$ cat config.mk
export PLATFORM = sky130hd
export DESIGN_NAME = arb_multi_policy
export DESIGN_NICKNAME = d
export VERILOG_FILES = /design/src/rtl/arb_pkg.sv /design/src/rtl/arb_rr_pick.sv /design/src/rtl/arb_slot_timer.sv /design/src/rtl/arb_beat_tracker.sv /design/src/rtl/arb_multi_policy.sv
export SDC_FILE = /design/constraint.sdc
export NUM_CORES = 1
export LEC_CHECK = 0
export BUFFER_PORTS_ARGS = -buffer_cell sky130_fd_sc_hd__clkbuf_2
export CAP_MARGIN = 20
export CORE_ASPECT_RATIO = 0.9
export CORE_MARGIN = 3
export CORE_UTILIZATION = 55
export DETAILED_ROUTE_END_ITERATION = 12
export PLACE_DENSITY_LB_ADDON = 0.12
export REMOVE_ABC_BUFFERS = 1
export SLEW_MARGIN = 15
export SYNTH_ARGS = -nofsm -noshare
export SYNTH_HDL_FRONTEND = slang
export SYNTH_HIERARCHICAL = 1
export SYNTH_SLANG_ARGS = --single-unit
$ cat constraint.sdc
create_clock -name clk_i -period 3.96 [get_ports clk_i]
set_input_delay 0.594 -clock clk_i [delete_from_list [all_inputs] [get_ports clk_i]]
set_output_delay 0.594 -clock clk_i [all_outputs]
set_load 0.005 [all_outputs]
$ cat src/rtl/arb_pkg.sv
package arb_pkg;
  localparam int BEAT_W = 4;

  localparam logic [1:0] MODE_RR   = 2'd0;
  localparam logic [1:0] MODE_TDMA = 2'd1;
  localparam logic [1:0] MODE_RSV  = 2'd2;

  typedef enum logic [1:0] {
    TR_IDLE = 2'd0,
    TR_BUSY = 2'd1,
    TR_NSEQ = 2'd2,
    TR_SEQ  = 2'd3
  } trans_e;

  // beats still to issue after the first beat of a burst
  function automatic logic [BEAT_W-1:0] burst_extra(input logic [2:0] code);
    case (code[2:1])
      2'd1:    burst_extra = BEAT_W'(3);
      2'd2:    burst_extra = BEAT_W'(7);
      2'd3:    burst_extra = BEAT_W'(15);
      default: burst_extra = '0;
    endcase
  endfunction
endpackage

$ cat src/rtl/arb_rr_pick.sv
module arb_rr_pick #(
  parameter int N_MST = 4,
  localparam int IDX_W = $clog2(N_MST)
) (
  input  logic [N_MST-1:0] req_i,
  input  logic [IDX_W-1:0] last_i,
  output logic [IDX_W-1:0] pick_o,
  output logic             found_o
);
  always_comb begin
    pick_o  = '0;
    found_o = 1'b0;
    for (int k = 1; k <= N_MST; k++) begin
      int t;
      t = int'(last_i) + k;
      if (t >= N_MST) t = t - N_MST;
      if (!found_o && req_i[t]) begin
        found_o = 1'b1;
        pick_o  = IDX_W'(t);
      end
    end
  end
endmodule

$ cat src/rtl/arb_slot_timer.sv
module arb_slot_timer #(
  parameter int SLOT_W    = 8,
  parameter int PER_W     = 8,
  parameter int TBL_DEPTH = 4,
  localparam int SIDX_W   = $clog2(TBL_DEPTH)
) (
  input  logic              clk_i,
  input  logic              rst_ni,
  input  logic [SLOT_W-1:0] tdma_len_i,
  input  logic [PER_W-1:0]  rsv_period_i,
  input  logic [PER_W-1:0]  rsv_len_i,
  output logic [SIDX_W-1:0] slot_idx_o,
  output logic              rsv_win_o
);
  logic [SLOT_W-1:0] cnt_q;
  logic [PER_W-1:0]  per_q;
  logic [SIDX_W-1:0] sidx_q;
  logic [SLOT_W:0]   cnt_inc;
  logic [PER_W:0]    per_inc;

  assign cnt_inc    = {1'b0, cnt_q} + 1'b1;
  assign per_inc    = {1'b0, per_q} + 1'b1;
  assign slot_idx_o = sidx_q;
  assign rsv_win_o  = per_q < rsv_len_i;

  always_ff @(posedge clk_i or negedge rst_ni) begin
    if (!rst_ni) begin
      cnt_q  <= '0;
      sidx_q <= '0;
      per_q  <= '0;
    end else begin
      if (cnt_inc >= {1'b0, tdma_len_i}) begin
        cnt_q  <= '0;
        sidx_q <= (sidx_q == SIDX_W'(TBL_DEPTH-1)) ? '0 : sidx_q + 1'b1;
      end else begin
        cnt_q <= cnt_inc[SLOT_W-1:0];
      end
      per_q <= (per_inc >= {1'b0, rsv_period_i}) ? '0 : per_inc[PER_W-1:0];
    end
  end
endmodule

$ cat src/rtl/arb_beat_tracker.sv
module arb_beat_tracker
  import arb_pkg::*;
(
  input  logic              clk_i,
  input  logic              rst_ni,
  input  logic              hready_i,
  input  logic [1:0]        htrans_i,
  input  logic [2:0]        hburst_i,
  input  logic              clear_i,
  output logic [BEAT_W-1:0] beats_next_o
);
  logic [BEAT_W-1:0] beats_q;

  always_comb begin
    case (trans_e'(htrans_i))
      TR_NSEQ: beats_next_o = burst_extra(hburst_i);
      TR_SEQ:  beats_next_o = (beats_q != '0) ? beats_q - 1'b1 : '0;
      TR_BUSY: beats_next_o = beats_q;
      default: beats_next_o = '0;
    endcase
  end

  always_ff @(posedge clk_i or negedge rst_ni) begin
    if (!rst_ni)       beats_q <= '0;
    else if (hready_i) beats_q <= clear_i ? '0 : beats_next_o;
  end


  stall_hold_chk: assert property (@(posedge clk_i) disable iff (!rst_ni)
    !hready_i |=> $stable(beats_q));
endmodule

$ cat src/rtl/arb_multi_policy.sv
module arb_multi_policy
  import arb_pkg::*;
#(
  parameter int N_MST     = 4,
  parameter int TBL_DEPTH = 4,
  parameter int SLOT_W    = 8,
  parameter int PER_W     = 8
) (
  input  logic                                 clk_i,
  input  logic                                 rst_ni,
  input  logic [1:0]                           mode_i,
  input  logic [N_MST-1:0]                     req_i,
  input  logic                                 hready_i,
  input  logic [1:0]                           htrans_i,
  input  logic [2:0]                           hburst_i,
  input  logic [SLOT_W-1:0]                    tdma_len_i,
  input  logic [TBL_DEPTH*$clog2(N_MST)-1:0]   tdma_tbl_i,
  input  logic [PER_W-1:0]                     rsv_period_i,
  input  logic [PER_W-1:0]                     rsv_len_i,
  input  logic [$clog2(N_MST)-1:0]             rsv_master_i,
  output logic [N_MST-1:0]                     grant_o,
  output logic [$clog2(N_MST)-1:0]             addr_owner_o,
  output logic [$clog2(N_MST)-1:0]             data_owner_o
);
  localparam int IDX_W  = $clog2(N_MST);
  localparam int SIDX_W = $clog2(TBL_DEPTH);

  logic [IDX_W-1:0]  gnt_q, last_q, ao_q, do_q;
  logic [IDX_W-1:0]  nxt, rr_pick, slot_owner;
  logic [SIDX_W-1:0] slot_idx;
  logic [BEAT_W-1:0] beats_next;
  logic              rr_found, win, rsv_lock, preempt, allow, hand;

  arb_slot_timer #(.SLOT_W(SLOT_W), .PER_W(PER_W), .TBL_DEPTH(TBL_DEPTH)) u_timer (
    .clk_i, .rst_ni, .tdma_len_i, .rsv_period_i, .rsv_len_i,
    .slot_idx_o(slot_idx), .rsv_win_o(win)
  );

  arb_beat_tracker u_beats (
    .clk_i, .rst_ni, .hready_i, .htrans_i, .hburst_i,
    .clear_i(hand), .beats_next_o(beats_next)
  );

  arb_rr_pick #(.N_MST(N_MST)) u_rr (
    .req_i, .last_i(last_q), .pick_o(rr_pick), .found_o(rr_found)
  );

  assign slot_owner = tdma_tbl_i[slot_idx*IDX_W +: IDX_W];
  assign rsv_lock   = (mode_i == MODE_RSV) && win;
  assign preempt    = rsv_lock && (gnt_q != rsv_master_i);
  assign allow      = hready_i && ((beats_next == '0) || preempt);
  assign hand       = allow && (nxt != gnt_q);

  always_comb begin
    if (rsv_lock)                                      nxt = rsv_master_i;
    else if (mode_i == MODE_TDMA && req_i[slot_owner]) nxt = slot_owner;
    else if (rr_found)                                 nxt = rr_pick;
    else                                               nxt = '0;
  end

  always_ff @(posedge clk_i or negedge rst_ni) begin
    if (!rst_ni) begin
      gnt_q  <= '0;
      last_q <= IDX_W'(N_MST-1);
      ao_q   <= '0;
      do_q   <= '0;
    end else begin
      if (hready_i) begin
        ao_q <= gnt_q;
        do_q <= ao_q;
      end
      if (allow) begin
        gnt_q <= nxt;
        if (req_i[nxt]) last_q <= nxt;
      end
    end
  end

  for (genvar g = 0; g < N_MST; g++) begin : g_gnt
    assign grant_o[g] = (gnt_q == IDX_W'(g));
  end
  assign addr_owner_o = ao_q;
  assign data_owner_o = do_q;


  gnt_onehot_chk: assert property (@(posedge clk_i) disable iff (!rst_ni)
    $countones(grant_o) == 1);

  gnt_stall_chk: assert property (@(posedge clk_i) disable iff (!rst_ni)
    !hready_i |=> $stable(grant_o));

  burst_hold_chk: assert property (@(posedge clk_i) disable iff (!rst_ni)
    hready_i && beats_next != '0 && !preempt |=> $stable(grant_o));

  park_chk: assert property (@(posedge clk_i) disable iff (!rst_ni)
    hready_i && beats_next == '0 && req_i == '0 && !rsv_lock
    |=> grant_o == N_MST'(1));

  rsv_win_chk: assert property (@(posedge clk_i) disable iff (!rst_ni)
    rsv_lock && hready_i |=> grant_o[$past(rsv_master_i)]);
endmodule

; After elaboration in Yosys (flattened, before gate mapping)
; Cells that the tools add are included.
[totals]
input_bits = 48
register_bits = 30
out_inout_bits = 8
[op_classes]
reduce_logical = 16
order_cmp = 13
addsub = 12
n_mux = 38
shift = 1
eq_ne = 14
[ops]
columns = cell, n
row1 = 32-bit by 4-bit greater-or-equal comparator with 1-bit output (second input constant), 4
row2 = 32-bit by 4-bit less-than comparator with 1-bit output (second input constant), 4
row3 = 32-bit two-way mux, 4
row4 = 32-bit by 4-bit subtractor with 32-bit output (second input constant), 4
row5 = 4-bit one-hot mux with 3 select lines, 2
row6 = 8-bit by 1-bit adder with 9-bit output (second input constant), 2
row7 = 9-bit by 8-bit greater-or-equal comparator with 1-bit output, 2
row8 = 2-bit equality test (second input constant), 8
row9 = 2-bit two-way mux, 8
row10 = 8-bit two-way mux, 2
row11 = 1-bit two-way mux, 14
row12 = 1-bit binary-select mux with 2-bit select, 6
row13 = 2-bit by 1-bit equality test with 1-bit output (second input constant), 4
row14 = 1-bit logical AND, 8
row15 = 8-bit less-than comparator, 1
row16 = 4-bit two-way mux, 2
row17 = 8-bit by 4-bit indexed part select with 2-bit output, 1
row18 = 2-bit by 2-bit adder with 3-bit output (second input constant), 2
row19 = 2-bit by 3-bit less-than comparator with 1-bit output (second input constant), 2
row20 = 2-bit by 3-bit adder with 4-bit output (second input constant), 1
row21 = 4-bit zero test, 1
row22 = 2-bit != test, 2
row23 = 4-bit nonzero test, 1
row24 = 4-bit by 1-bit subtractor with 4-bit output (second input constant), 1
row25 = 6 further kinds, 8

; Depth between registers and ports, before layout
; Gate-level depths: netlist (run 1).
[logic_depth]
word_depth = 22
depth_mapped = 16
mapped_depth_nobuf = 15

; Hierarchy
; The synthesis (run 1) kept the hierarchy.
[by_module_without_submodules]
columns = mod, area_each_um2, instances, cells_per_inst
row1 = arb_slot_timer, 1483.9, 1, 155
row2 = arb_multi_policy, 648.1, 1, 64
row3 = arb_beat_tracker, 325.3, 1, 39
row4 = arb_rr_pick, 91.3, 1, 14

; Worst setup path before layout (run 1)
; No wires, ideal clock.
[synth_path]
path_kind = input -> register
start = input rsv_len_i[5]
end = register u_beats.beats_q[2]
cell_stages = 16
t_required_ps = 3825
n_path_buf = 1
setup_slack_ps = 872
t_arrival_ps = 2953
cell_sequence = inv_1 > ha_1 > a2111oi_0 > nor2b_1 > o21ai_0 > o211ai_1 > nand3b_1 > nand3_1 > o221ai_1 > and2_4 > buf_6 > xnor2_1 > a21oi_1 > nand2b_1 > o21bai_1 > o311ai_1
[synth_via]
elab_chain_len = 7
elab_cells_between_ends = 9
cone_classes = 1 x order compare / 1 x eq/ne / 2 x mux / 5 x reduce/logical
[synth_lines]
columns = element, line
row1 = from (decl), arb_multi_policy.sv:19  ; input logic [PER_W-1:0] rsv_len_i,
row2 = 8-bit less-than comparator *, arb_slot_timer.sv:24  ; assign rsv_win_o = per_q < rsv_len_i;
row3 = named net win, arb_multi_policy.sv:32  ; logic rr_found, win, rsv_lock, preempt, allow, hand;
row4 = 1-bit logical AND *, arb_multi_policy.sv:49  ; assign rsv_lock = (mode_i == MODE_RSV) && win;
row5 = "parallel branches: the longest is 3 deep, another holds 2-bit two-way mux", --
row6 = 1-bit logical AND *, arb_multi_policy.sv:52  ; assign hand = allow && (nxt != gnt_q);
row7 = named net hand, arb_multi_policy.sv:32
row8 = 4-bit two-way mux *, arb_beat_tracker.sv:25  ; else if (hready_i) beats_q <= clear_i ? '0 : beats_next_o;
row9 = to (signal assigned), arb_beat_tracker.sv:25
row10 = to (decl), arb_beat_tracker.sv:12  ; logic [BEAT_W-1:0] beats_q;
; Mark *: on every way through the listed nets, which the timed path passes.
; A chain may end at the register's enable or synchronous reset.

; Final worst setup path (run 1)
; Same ends and word-level chain as after synthesis.

==> results of run 1 <==
cell families (layout without fill, tap and decap cells):
kind of cell,Yosys count,after routing
muxes,19,19
buffers and inverters,32,91
and+or+nand+nor,98,98
adders and majority gates,26,26
DFF,30,30
AOI/OAI and AO/OA,51,51
xor gates and xnor gates,16,16
Yosys cell counts (all sizes together) (3+ instances only):
library cell	n	area share [%]
inv	29	4.3
dfrtp	28	27
ha	26	13
nand2	15	2.2
nor2	15	2.2
xnor2	12	4.1
a21oi	11	2.3
nand3	11	2.4
nand2b	10	2.5
mux2i	9	3.5
nor2b	9	2.2
mux2	8	3.8
o21ai	7	1.4
nor3b	6	1.8
and2	5	1.4
a21o	4	1.2
and2b	4	1.2
and3	4	0.98
o221ai	4	1.6
xor2	4	1.4
and3b	3	1.0
o21a	3	0.88
metrics by stage:
stage	std cells	hold WS, ns
2_1_floorplan	269	0.298
3_3_place_gp	383	0.491
3_5_place_dp	383	0.501
4_1_cts	391	0.401
5_1_grt	391	0.428
6_report	391	0.379
path summary, 6_finish.rpt:
kind	slack, ns	end	depth (start not counted)	startpoint
max reg2reg	0.74	u_beats/beats_q[2]	14	u_timer/per_q[5]
min	0.38	u_beats/beats_q[3]	1	rst_ni
max	0.73	u_beats/beats_q[2]	16	rsv_len_i[5]
min reg2reg	0.51	data_owner_o[0]	1	data_owner_o[0]
min in group clk_i	0.51	data_owner_o[0]	1	data_owner_o[0]
max in group asynchronous	3.11	u_timer/cnt_q[5]	1	rst_ni
registers in the layout, indices dropped and copies added, names as in the netlist:
signal	cells
u_timer/slot_idx_o	2
gnt_q	2
addr_owner_o	2
u_timer/per_q	8
u_beats/beats_q	4
last_q	2
u_timer/cnt_q	8
data_owner_o	2
per-layer routing:
layer  up-vias  global-route usage [%]
met5         -                       0
met4         0                    4.35
met1       995                    27.2
li1       1097                       -
met3         6                    3.05
met2        57                    33.2
worst register-to-register path, stage by stage, from the launching register on:
cell       delay [ns]
dfrtp_1          0.41
ha_1             0.30
a2111oi_0        0.51
nor2b_1          0.19
o21ai_0          0.09
o211ai_1         0.15
nand3b_1         0.19
nand3_1          0.13
o221ai_1         0.14
and2_4           0.19
xnor2_1          0.12
a21oi_1          0.18
nand2b_1         0.24
o21bai_1         0.14
o311ai_1         0.11
layout make-up:
cell class,instances,area (um2),area share [%]
multi-input combinational,210,1670,55.9
sequential,30,753,25.2
timing repair buffer,54,270,9.05
clock buffer,8,110,3.69
inverter,29,109,3.65
tap,60,75.1,2.51
power breakdown:
part           switching [uW]  leakage, uW  internal (uW)
clock network             109    0.0000575            175
registers                 169     0.000370            442
logic                     449      0.00113            505
==> flow_summary_export.csv, run 1 <==
group,metric,value,unit
status,status,"completed",
floorplan,row_count,22,
drt,dr_wl_met3,238,um
worst_setup_path,crit_required,4.10,ns
final_layout,finalNetCount,404,
floorplan,core,0.00427,mm2
placement,hpwlAfterDp,4.11,mm
timing,post-route-period-util,81.6,%
placement,numPortBuffers,54,
drt,drt_iter0_markers,69,
synth,synth_compound_area_share,15.5,%
synth,ys_seq_area_share,29.6,%
clock_tree,cts_setup_buffers,0,
timing,skew,0.00359,ns
drt,route.met2.wl,2.43,mm
power_and_ir_drop,leakage,0.00155,uW
synth,synth_cell_type_count,63,
placement,routabilityCongestion,0.879,
worst_setup_path,crit_chain,"clkbuf_2, inv_1, ha_1, a2111oi_0, nor2b_1, o21ai_0, o211ai_1, nand3b_1, nand3_1, o221ai_1, and2_4, xnor2_1, a21oi_1, nand2b_1, o21bai_1, o311ai_1",
power_and_ir_drop,p_per_area,620,mW/mm2
synth,ys_seq_elements,30,
timing,rsz0062_at_grt,"false",
worst_setup_path,slowest_stage,"a2111oi_0",
synth,synth_edf_count,0,
worst_setup_path,worstPathMaxFanout,5,
global_route,overflow,0,
flow_run,max_cap_viol_count,0,
drt,drt_pre_antenna_iters,4,
timing,setup_viol,0,
synth,async_reset_ff_share,100,%
worst_setup_path,critPathCaptureType,"flip-flop",
timing,setup_tns,0,ns
clock_tree,ctsHoldBuffers,0,
timing,min_period,3.23,ns
floorplan,die-area,0.00549,mm2
power_and_ir_drop,p_total,1850,uW
final_layout,layout_common_cells,"54 x clkbuf_2, 29 x inv_1, 28 x dfrtp_1",
synth,synthSimpleGateAreaFrac,22.5,%
final_layout,post-route-util,70.0,%
synth,synth_xor_area_share,5.50,%
worst_setup_path,crit_family,"compound AO/OA/AOI/OAI gates",
floorplan,die_h,70.6,um
placement,preCtsSetupSlack,0.490,ns
clock_tree,cts_tree,"built",
global_route,grt.total_usage,19.8,%
worst_setup_path,slowest_delay,0.51,ns
synth,synthAdderAreaFrac,12.8,%
drt,ant_nets,0,
final_layout,design_area,0.00299,mm2
drt,avgViaCountPerCell,5.51,
drt,routed.top_layer,"met4",
global_route,antenna_found_initial,0,
timing,slew_violations,0,
timing,tightest_slew,0.747,ns
hold_path,worstHoldPathType,"input port to asynchronous set/reset pin",
clock_tree,root_buffer,"clkbuf_8",
synth,avgSynthCellArea,9.37,um2
final_layout,drive_above_1_share,25.4,%
clock_tree,clock_latency,0.27,ns
drt,vias,2155,
placement,placed_area,0.00288,mm2
floorplan,boundaryPins,56,
synth,synth_top_family_by_area,"simple AND/OR/NAND/NOR gates",
synth,netlist_area,0.00255,mm2
clock_tree,cts_buffer_depth,2,
final_layout,area_growth,17.1,%
clock_tree,htreeDepth,2,
drt,wl_per_cell,13.3,um
floorplan,die_x,77.8,um
global_route,grt_max_degree,31,
timing,max_slew_margin,49.4,%
final_layout,mostFrequentLayoutCell,"clkbuf_2",
drt,route.detailed.drc,0,
worst_setup_path,cp.buffers_inverters,2,
global_route,grt_pass1_wl,9.09,mm
final_layout,antennaDiodeCount,0,
drt,wl_met1,2.48,mm
timing,fin_ws,0.727,ns
clock_tree,numCtsBuffers,5,
global_route,grt_pass1_vias,2164,
clock_tree,cts_resized,0,
worst_setup_path,critPathLaunchType,"input port",
floorplan,initial_core_util,59.7,%
synth,ys.warnings.count,6,
synth,muxShareOfSynthArea,9.13,%
worst_setup_path,crit_type,"input port to flip-flop",
synth,ys.flop_type,"dfrtp_1",
synth,postSynthCellCount,272,
final_layout,fill_cells,371,
drt,wl,5.19,mm
timing,hold_violations,0,
clock_tree,clock_sinks,30,
clock_tree,clkTransAtPathRegs,0.06,ns
timing,max_freq,309,MHz
worst_setup_path,cp_data_arrival_time,3.38,ns
power_and_ir_drop,ir_drop,0.384,mV
No activity file was read; power rests on OpenSTA's default activity.
==> inputs of run 2 (changes only) <==
- clock period: 3.96 -> 3.35 ns (I/O delays scaled with it)
==> flow_summary_export.csv, run 2 (synthesized netlist as in run 1, its figures left out) <==
group,metric,value,unit
status,status,"completed",
placement,hpwlAfterDp,4.10,mm
clock_tree,htreeDepth,2,
clock_tree,cts_buffer_depth,2,
final_layout,design_area,0.00301,mm2
timing,hold_violations,0,
clock_tree,clock_latency,0.27,ns
timing,setup_tns,0,ns
clock_tree,clock_sinks,30,
worst_setup_path,crit_family,"compound AO/OA/AOI/OAI gates",
floorplan,die_h,70.6,um
floorplan,core,0.00427,mm2
final_layout,post-route-util,70.6,%
drt,drt_pre_antenna_iters,4,
timing,slew_violations,0,
final_layout,mostFrequentLayoutCell,"clkbuf_2",
final_layout,largestRegisters,"u_timer/cnt_q (8), u_timer/per_q (8), u_beats/beats_q (4)",
timing,fin_ws,0.322,ns
global_route,grt_pass1_vias,2112,
final_layout,area_growth,18.2,%
global_route,grt_max_degree,31,
drt,wl_per_cell,13.4,um
timing,max_slew_margin,50.4,%
placement,preCtsSetupSlack,0.0287,ns
timing,max_freq,330,MHz
global_route,overflow,0,
timing,tightest_slew,0.744,ns
worst_setup_path,crit_required,3.49,ns
clock_tree,clkTransAtPathRegs,0.07,ns
worst_setup_path,slowest_stage,"a2111oi_1",
timing,post-route-period-util,90.4,%
timing,rsz0062_at_grt,"false",
global_route,antenna_found_initial,0,
placement,placed_area,0.00289,mm2
final_layout,finalNetCount,406,
floorplan,die-area,0.00549,mm2
worst_setup_path,crit_type,"flip-flop to flip-flop",
final_layout,antennaDiodeCount,0,
clock_tree,root_buffer,"clkbuf_8",
drt,ant_nets,0,
drt,dr_wl_met3,251,um
worst_setup_path,cp.buffers_inverters,0,
worst_setup_path,critPathCaptureType,"flip-flop",
global_route,grt_pass1_wl,9.09,mm
worst_setup_path,slowest_delay,0.42,ns
worst_setup_path,worstPathMaxFanout,5,
floorplan,die_x,77.8,um
clock_tree,numCtsBuffers,5,
drt,wl_met1,2.46,mm
placement,numPortBuffers,54,
global_route,grt.total_usage,20.0,%
clock_tree,cts_tree,"built",
worst_setup_path,cp_data_arrival_time,3.17,ns
drt,route.detailed.drc,0,
timing,setup_viol,0,
final_layout,drive_above_1_share,26.4,%
drt,wl,5.26,mm
timing,skew,0.00661,ns
drt,route.met2.wl,2.55,mm
hold_path,worstHoldPathType,"input port to asynchronous set/reset pin",
power_and_ir_drop,leakage,0.00157,uW
timing,whs,0.286,ns
flow_run,max_cap_viol_count,0,
floorplan,initial_core_util,59.7,%
floorplan,row_count,22,
worst_setup_path,crit_chain,"ha_1, a2111oi_1, nor2b_1, o21ai_0, o211ai_1, nand3b_1, nand3_1, o221ai_1, and2_4, xnor2_1, a21oi_1, nand2b_2, o21bai_1, o311ai_1",
power_and_ir_drop,p_per_area,734,mW/mm2
drt,drt_iter0_markers,65,
floorplan,boundaryPins,56,
final_layout,layout_common_cells,"54 x clkbuf_2, 29 x inv_1, 28 x dfrtp_1",
power_and_ir_drop,ir_drop,0.514,mV
worst_setup_path,critPathLaunchType,"flip-flop",
drt,avgViaCountPerCell,5.50,
drt,routed.top_layer,"met3",
placement,routabilityCongestion,0.913,
timing,min_period,3.03,ns
drt,vias,2160,
## run 2: cell types whose count changed in the layout (fill, tap and decap cells not counted), sizes merged
cell  delta
buf      +2
## run 2: routing by layer
| metal | track usage (%) | vias to the layer above |
|---|---|---|
| met4 | 1.78 | 0 |
| met3 | 3.94 | 0 |
| met1 | 27.4 | 1008 |
| met2 | 34.0 | 49 |
| li1 | - | 1103 |
| met5 | 0 | - |
## run 2: timing repair
item,4_1_cts,5_1_grt
setup buffers,0,0
setup endpoints to repair,0,3
resized for setup,0,3
hold buffers,0,0
## run 2: cell type report
class	instances	area [um2]
Inverter	29	109
Fill cell	342	1250
Multi-Input combinational cell	210	1680
Timing Repair Buffer	56	285
Tap cell	60	75.1
Clock buffer	8	110
Sequential cell	30	753
## run 2: per-stage QoR
step / power (uW) / instances
2_1_floorplan: 1550 / 269
3_3_place_gp: 1830 / 385
3_5_place_dp: 1870 / 385
4_1_cts: 2220 / 393
5_1_grt: 2420 / 393
6_report: 2210 / 393
## run 2: report_power, final
| group | switching (uW) | internal, uW | leakage [uW] |
|---|---|---|---|
| sequential | 202 | 523 | 0.000370 |
| combinational | 535 | 613 | 0.00114 |
| clock | 130 | 207 | 0.0000575 |
## run 2: final timing paths
kind	startpoint	end	slack, ns	depth (start not counted)
min in group clk_i	data_owner_o[1]	data_owner_o[1]	0.51	1
max in group asynchronous	rst_ni	u_timer/slot_idx_o[0]	2.59	1
worst min-delay path	rst_ni	gnt_q[1]	0.29	1
worst max-delay path	u_timer/per_q[5]	u_beats/beats_q[2]	0.32	14
worst min register to register	data_owner_o[1]	data_owner_o[1]	0.51	1
worst max register to register	u_timer/per_q[5]	u_beats/beats_q[2]	0.32	14
